===== src/rtl/hts_pkg.sv =====
package hts_pkg;
  localparam int ENTRY_W    = 64;
  localparam int HUGE_BIT   = 6;   // huge marker on input
  localparam int GLOBAL_BIT = 6;   // global bit on output
  localparam int HGLB_BIT   = 12;  // huge-global flag on input
  localparam int LVL_LO     = 13;  // level field low bit
  localparam int LVL_W      = 2;
  localparam int NUM_SLOT   = 1 << LVL_W;

  typedef logic [ENTRY_W-1:0] entry_t;
  typedef logic [LVL_W-1:0]   lvl_t;
endpackage


===== src/rtl/hts_decode.sv =====
module hts_decode
  import hts_pkg::*;
#(
  parameter int PA_W = 48
) (
  input  entry_t raw,
  output entry_t masked,
  output logic   huge,
  output logic   hglb,
  output lvl_t   lvl
);
  localparam entry_t PA_MASK = (PA_W >= ENTRY_W) ? {ENTRY_W{1'b1}}
                                                 : ((entry_t'(1) << PA_W) - entry_t'(1));

  always_comb begin
    masked = raw & PA_MASK;
    huge   = masked[HUGE_BIT];
    hglb   = masked[HGLB_BIT];
    lvl    = masked[LVL_LO +: LVL_W];
  end
endmodule


===== src/rtl/hts_size_sel.sv =====
module hts_size_sel
  import hts_pkg::*;
#(
  parameter int BW  = 6,
  parameter int WW  = 6,
  parameter int PSW = 7
) (
  input  logic [NUM_SLOT*BW-1:0] cfg_base,
  input  logic [NUM_SLOT*WW-1:0] cfg_width,
  input  logic                   huge,
  input  lvl_t                   lvl,
  output logic [PSW-1:0]         ps
);
  logic [PSW-1:0] slot_sum [NUM_SLOT];

  for (genvar k = 0; k < NUM_SLOT; k++) begin : g_slot
    assign slot_sum[k] = PSW'(cfg_base[k*BW +: BW]) + PSW'(cfg_width[k*WW +: WW])
                         - PSW'(1);
  end

  always_comb begin
    if (huge) ps = slot_sum[lvl];
    else      ps = slot_sum[0];
  end
endmodule


===== src/rtl/hts_rewrite.sv =====
module hts_rewrite
  import hts_pkg::*;
#(
  parameter int PSW = 7
) (
  input  entry_t         masked,
  input  logic           huge,
  input  logic           hglb,
  input  logic           odd,
  input  logic [PSW-1:0] ps,
  output entry_t         entry
);
  localparam bit WIDE = (PSW > 6);

  entry_t rw;
  entry_t step;

  always_comb begin
    rw = masked;
    if (huge) begin
      rw[LVL_LO +: LVL_W] = '0;
      rw[HGLB_BIT]        = 1'b0;
      rw[GLOBAL_BIT]      = hglb;
    end
    if (WIDE && (ps >= PSW'(ENTRY_W))) step = '0;
    else                               step = entry_t'(1) << ps;
    entry = (huge && odd) ? (rw + step) : rw;
  end
endmodule


===== src/rtl/huge_tlb_splitter.sv =====
module huge_tlb_splitter
  import hts_pkg::*;
#(
  parameter int PA_W = 48,
  parameter int BW   = 6,
  parameter int WW   = 6
) (
  input  logic                              clk,
  input  logic                              rst,
  input  logic                              in_valid,
  input  logic [63:0]                       in_entry,
  input  logic                              in_odd,
  input  logic [4*BW-1:0]                   cfg_base,
  input  logic [4*WW-1:0]                   cfg_width,
  output logic                              out_valid,
  output logic [63:0]                       out_entry,
  output logic [((BW > WW) ? BW : WW):0]    out_ps
);
  localparam int PSW = ((BW > WW) ? BW : WW) + 1;

  entry_t         masked_c, entry_c;
  logic           huge_c, hglb_c;
  lvl_t           lvl_c;
  logic [PSW-1:0] ps_c;

  hts_decode #(.PA_W(PA_W)) u_dec (
    .raw(in_entry), .masked(masked_c), .huge(huge_c), .hglb(hglb_c), .lvl(lvl_c)
  );

  hts_size_sel #(.BW(BW), .WW(WW), .PSW(PSW)) u_size (
    .cfg_base(cfg_base), .cfg_width(cfg_width), .huge(huge_c), .lvl(lvl_c), .ps(ps_c)
  );

  hts_rewrite #(.PSW(PSW)) u_rw (
    .masked(masked_c), .huge(huge_c), .hglb(hglb_c), .odd(in_odd), .ps(ps_c),
    .entry(entry_c)
  );

  always_ff @(posedge clk) begin
    if (rst) begin
      out_valid <= 1'b0;
      out_entry <= '0;
      out_ps    <= '0;
    end else begin
      out_valid <= in_valid;
      if (in_valid) begin
        out_entry <= entry_c;
        out_ps    <= ps_c;
      end
    end
  end
endmodule


===== config.mk =====
export PLATFORM = sky130hd
export DESIGN_NAME = huge_tlb_splitter
export DESIGN_NICKNAME = d
export VERILOG_FILES = /design/src/rtl/hts_pkg.sv /design/src/rtl/hts_decode.sv /design/src/rtl/hts_size_sel.sv /design/src/rtl/hts_rewrite.sv /design/src/rtl/huge_tlb_splitter.sv
export SDC_FILE = /design/constraint.sdc
export NUM_CORES = 1
export LEC_CHECK = 0
export BUFFER_PORTS_ARGS = -buffer_cell sky130_fd_sc_hd__buf_4
export CAP_MARGIN = 20
export CORE_UTILIZATION = 25
export CTS_CLUSTER_DIAMETER = 60
export DETAILED_ROUTE_END_ITERATION = 12
export PLACE_DENSITY = 0.46
export SLEW_MARGIN = 20
export SYNTH_ARGS = -nofsm -noshare
export SYNTH_HDL_FRONTEND = slang
export SYNTH_SLANG_ARGS = --single-unit

===== constraint.sdc =====
create_clock -name clk -period 6.8 [get_ports clk]
set_input_delay 0.68 -clock clk [delete_from_list [all_inputs] [get_ports clk]]
set_output_delay 0.68 -clock clk [all_outputs]
set_load 0.01 [all_outputs]

Yosys cells after proc, flatten, opt, wreduce, memory -nomap -nowiden --
Cells that the tools add are included.
Word-level totals: register bits 72, output and inout bits 72, word-level logic and storage cells 25
Operators by class: add/subtract/negate cells 9, $lt $le $gt $ge 2, shift operators 1, muxes and demuxes 8, bitwise gates (word level) 1, reductions and logical operators 1
Operator list (count):
- $mux 64 | 2
- $add 48x64->64 | 1
- $shl 1x7->64 const A | 1
- $add 6x6->7 | 4
- $sub 7x1->7 const B | 4
- $mux 7 | 3
- $bmux 7 s2 | 1
- $ge 7x7->1 const B | 1
- $ge 3x3->1 const B | 1
- $mux 3 | 1
- $not 2->3 | 1
- $logic_and 1x1->1 | 1
- $mux 1 | 1

Longest topological paths before layout --
depth in word-level cells 10, depth in mapped cells 28, gate-level depth less buffers 27

Cells and area by module --
A second synthesis with hierarchy kept.
Unflattened totals: cells, all modules 1329, area total of the unflattened synthesis 9525.4 um2
By module, submodules not included:
- hts_rewrite | times used 1, cells an instance 800, area an instance 4873.4 um2, sequential area each 0.0 um2
- huge_tlb_splitter | times used 1, cells an instance 231, area an instance 2573.7 um2, sequential area each 1441.4 um2
- hts_size_sel | times used 1, cells an instance 229, area an instance 1564.0 um2, sequential area each 0.0 um2
- hts_decode | times used 1, cells an instance 69, area an instance 514.2 um2, sequential area each 0.0 um2

Least setup slack after synthesis --
Ideal clock, no wire load.
path kind input to register, start point input cfg_base[2], end point register out_entry[48], data arrival time 5.515 ns, slack 1.154 ns, stages on the path 27, cells stage by stage inv_1 ha_1 inv_1 ha_1 a21o_1 a21oi_1 o21bai_1 a21oi_1 xnor2_1 o22ai_1 a211oi_1 nor2b_1 o21ai_1 clkbuf_1 nor2_1 ha_1 buf_2 nand4_1 or3_1 or3b_1 a211oi_1 nor3_2 nor4_1 o21a_1 o22ai_1 xor2_1 o32ai_1
On the way: word-level cells in the longest chain between the ends 10, elaborated cells on any way between the ends 11, those cells by class add/sub: 3; order compare: 1; shift: 1; mux: 6
Ends and longest elaborated chain:
- from (decl) | line huge_tlb_splitter.sv:13 | input logic [4*BW-1:0] cfg_base,
- $add 6x6->7 (*) | line hts_size_sel.sv:17 | assign slot_sum[k] = PSW'(cfg_base[k*BW +: BW]) + PSW'(cfg_width[k*WW +: WW])
- $sub 7x1->7 (*) | line hts_size_sel.sv:18 | - PSW'(1);
- $bmux 7 s2 | line hts_size_sel.sv:22 | if (huge) ps = slot_sum[lvl];
- $mux 7 (not written as such) (2 in series) | line hts_size_sel.sv:22
- $mux 7 (*) | line hts_size_sel.sv:22
- $ge 7x7->1 / $shl 1x7->64 (equally long branches) | line hts_rewrite.sv:25, hts_rewrite.sv:26
- $mux 64 (*) | line hts_rewrite.sv:25 | if (WIDE && (ps >= PSW'(ENTRY_W))) step = '0;
- $add 48x64->64 (*) | line hts_rewrite.sv:27 | entry = (huge && odd) ? (rw + step) : rw;
- $mux 64 (*) | line hts_rewrite.sv:27
- to (signal assigned) | line huge_tlb_splitter.sv:47 | out_entry <= entry_c;
- to (decl) | line huge_tlb_splitter.sv:16 | output logic [63:0] out_entry,
Every way passes the cells marked *; elsewhere a longest branch is shown, timed or not. The select of a mux whose other input is x is not followed. A chain may end at the register's enable or synchronous reset.

Worst setup path in the final report --
start point input cfg_base[1], end point register out_entry[46]
Same word-level chain as after synthesis.

==> impl_metrics.ini <==
[timing]
hold_viol = 0
post-route-period-util = 0.889
tns_ns = 0
max_slew_margin = 0.372
maxSlewViolCount = 0
timing.fmax_ghz = 0.166
worst_slew_pin_slew_ns = 0.935
rsz0062_at_grt = no
setup_viol = 0
fin_ws_ns = 0.758
clock_skew_ns = 0
min_period_ns = 6.04

[synth]
synth_ff_type = dfxtp_1
postSynthCellCount = 1082
syn_area_sq_um = 7680
synth_top_area_share = 0.188
yosysWarnings = 0
synth.area.top_cells = dfxtp_1 19%, ha_1 16%, nor2_1 7.0%
synth_cell_type_count = 70
yosysSeqAreaShare = 0.188
syn_nets = 1299
synth_edf_count = 0
synth.avg_cell_area_sq_um = 7.10
synth_area_leader_cell = dfxtp_1
ys_ff_latch = 72
synth-async-reset-ratio = 0

[placement]
post-place-ws_ns = 0.372
io_buffers = 171
routabilityCongestion = 0.880
hpwlAfterDp_um = 21500

[global_route]
grt_pass1_vias = 7661
grt_usage = 0.171
grt_max_degree = 73
antenna_found_initial = 1
grt_pass1_wl_um = 41700
grt_overflow = 0

[run_status]
run_status = completed

[clocking]
clock_latency_ns = 0.35
cts_resized = 0
cts_tree = yes
clk_path_buf_depth = 2
cts-htree-levels = 3
post_cts_buffers = 0
clkTransAtPathRegs_ns = 0.06
cts_hold_buf = 0
numCtsBuffers = 9
clkSinkCount = 72
root_buffer = clkbuf_16

[die]
core_area_sq_um = 30000
rows = 63
pin_count = 188
die_h_um = 177
die-area_sq_um = 31400
start_util = 0.256
chipWidth_um = 177

[run]
drv_cap = 0

[setup_path]
cp.required_ns = 6.99
path_class = in2reg
worst_path_largest_cell_delay_ns = 0.39
cp_max_fo = 12
cp_slowest_cell = fa_1
cp.arrival_ns = 6.24
crit_top_cell = ha_1
startpoint_type = input pin
cp-end-kind = flop

[cells_and_area]
layout.nets = 1443
n_fill_cell = 3317
syn2layout_area_growth_pct = 25.8
mostFrequentLayoutCell = buf_4
multi_input_area_sq_um = 5620
final_cell_mix = 191 x buf_4, 144 x nor2_1, 125 x nand2_1, 104 x inv_1, 96 x ha_1
seqCellArea_sq_um = 1440
drive_above_1_share = 0.186

[detailed_routing]
routed_wirelength_um = 27000
ant_nets = 0
drtIter0Drc = 395
viasPerCell = 4.81
wl_per_cell_um = 16.6
remaining_drc_errors = 0
dr.pass1.iters = 4
vias = 7799

[pwr]
ir_worst_vdd_v = 0.0000827
p_leak_nw = 4.54
power.density_nw_per_um2 = 158

[hold_path]
worstHoldPathType = reg2reg
critical path: cells and delay by family:
| family | cells | cell delay (ns) |
|---|---|---|
| buffers and inverters | 3 | 0.15 |
| XOR/XNOR | 1 | 0.29 |
| AND/OR/NAND/NOR | 5 | 1.15 |
| adder cells (fa/ha/maj) | 4 | 1.20 |
| AO/OA/AOI/OAI | 12 | 2.75 |
state kept, by name, summed over array words and instances (netlist names):
name	cells
out_entry	64
out_ps	7
out_valid	1
per-stage QoR:
step | instances | power (W) | area (sq um) | hold WS, ns | utilization
after floorplan | 1082 | 0.000831 | 7680 | 0.490 | -
after global placement | 1605 | 0.00106 | 9370 | 0.459 | 0.313
after detailed placement | 1605 | 0.00106 | 9370 | 0.466 | 0.313
after CTS | 1621 | 0.00156 | 9660 | 0.478 | 0.322
after global routing | 1621 | 0.00163 | 9660 | 0.494 | 0.322
final | 1622 | 0.00153 | 9660 | 0.474 | 0.323
layout make-up:
| class | instances | area share |
|---|---|---|
| Timing Repair Buffer | 191 | 0.148 |
| Sequential cell | 72 | 0.149 |
| Multi-Input combinational cell | 848 | 0.581 |
| Antenna cell | 1 | 0.000259 |
| Clock buffer | 9 | 0.0233 |
| Clock inverter | 7 | 0.00648 |
| Inverter | 104 | 0.0404 |
| Tap cell | 390 | 0.0505 |
cells by family after synthesis:
family | count (synthesis) | share of synthesized area
simple gates | 384 | 0.223
buf+inv | 162 | 0.0811
flops | 72 | 0.188
fa+ha+maj | 101 | 0.169
mux | 12 | 0.0158
xor+xnor | 60 | 0.0684
compound gates | 291 | 0.255
layer usage:
| layer | global-route usage | wire, um | up-vias |
|---|---|---|---|
| li1 | - | - | 4072 |
| met1 | 0.220 | 12500 | 3485 |
| met2 | 0.279 | 11900 | 212 |
| met3 | 0.0432 | 1850 | 30 |
| met4 | 0.0531 | 644 | 0 |
| met5 | 0 | 0 | - |
worst paths after layout:
check / cells after the start / to / slack (ns) / startpoint
setup reg to reg: 3 / out_entry[49] / 5.92 / out_entry[49]
setup / recovery: 25 / out_entry[46] / 0.76 / cfg_base[1]
hold reg to reg: 2 / out_entry[13] / 0.47 / out_entry[13]
hold / removal: 2 / out_entry[13] / 0.47 / out_entry[13]
Yosys cell counts (13+ instances only):
cell,instances
o21ai_0,41
a21o_1,28
nor3_1,13
dfxtp_1,72
clkbuf_1,43
nand2b_1,19
xnor2_1,38
a211oi_1,22
nor2_1,144
ha_1,96
a21oi_1,91
xor2_1,22
nand3_1,31
nor2b_1,15
inv_1,104
a311oi_1,27
nand2_1,125
where the power goes:
part	switching [W]	total (W)	internal [W]
combinational	0.000343	0.000586	0.000243
clock	0.000226	0.000482	0.000255
sequential	0.0000145	0.000462	0.000448
total	0.000584	0.00153	0.000946
(Power assumes the default switching activity.)
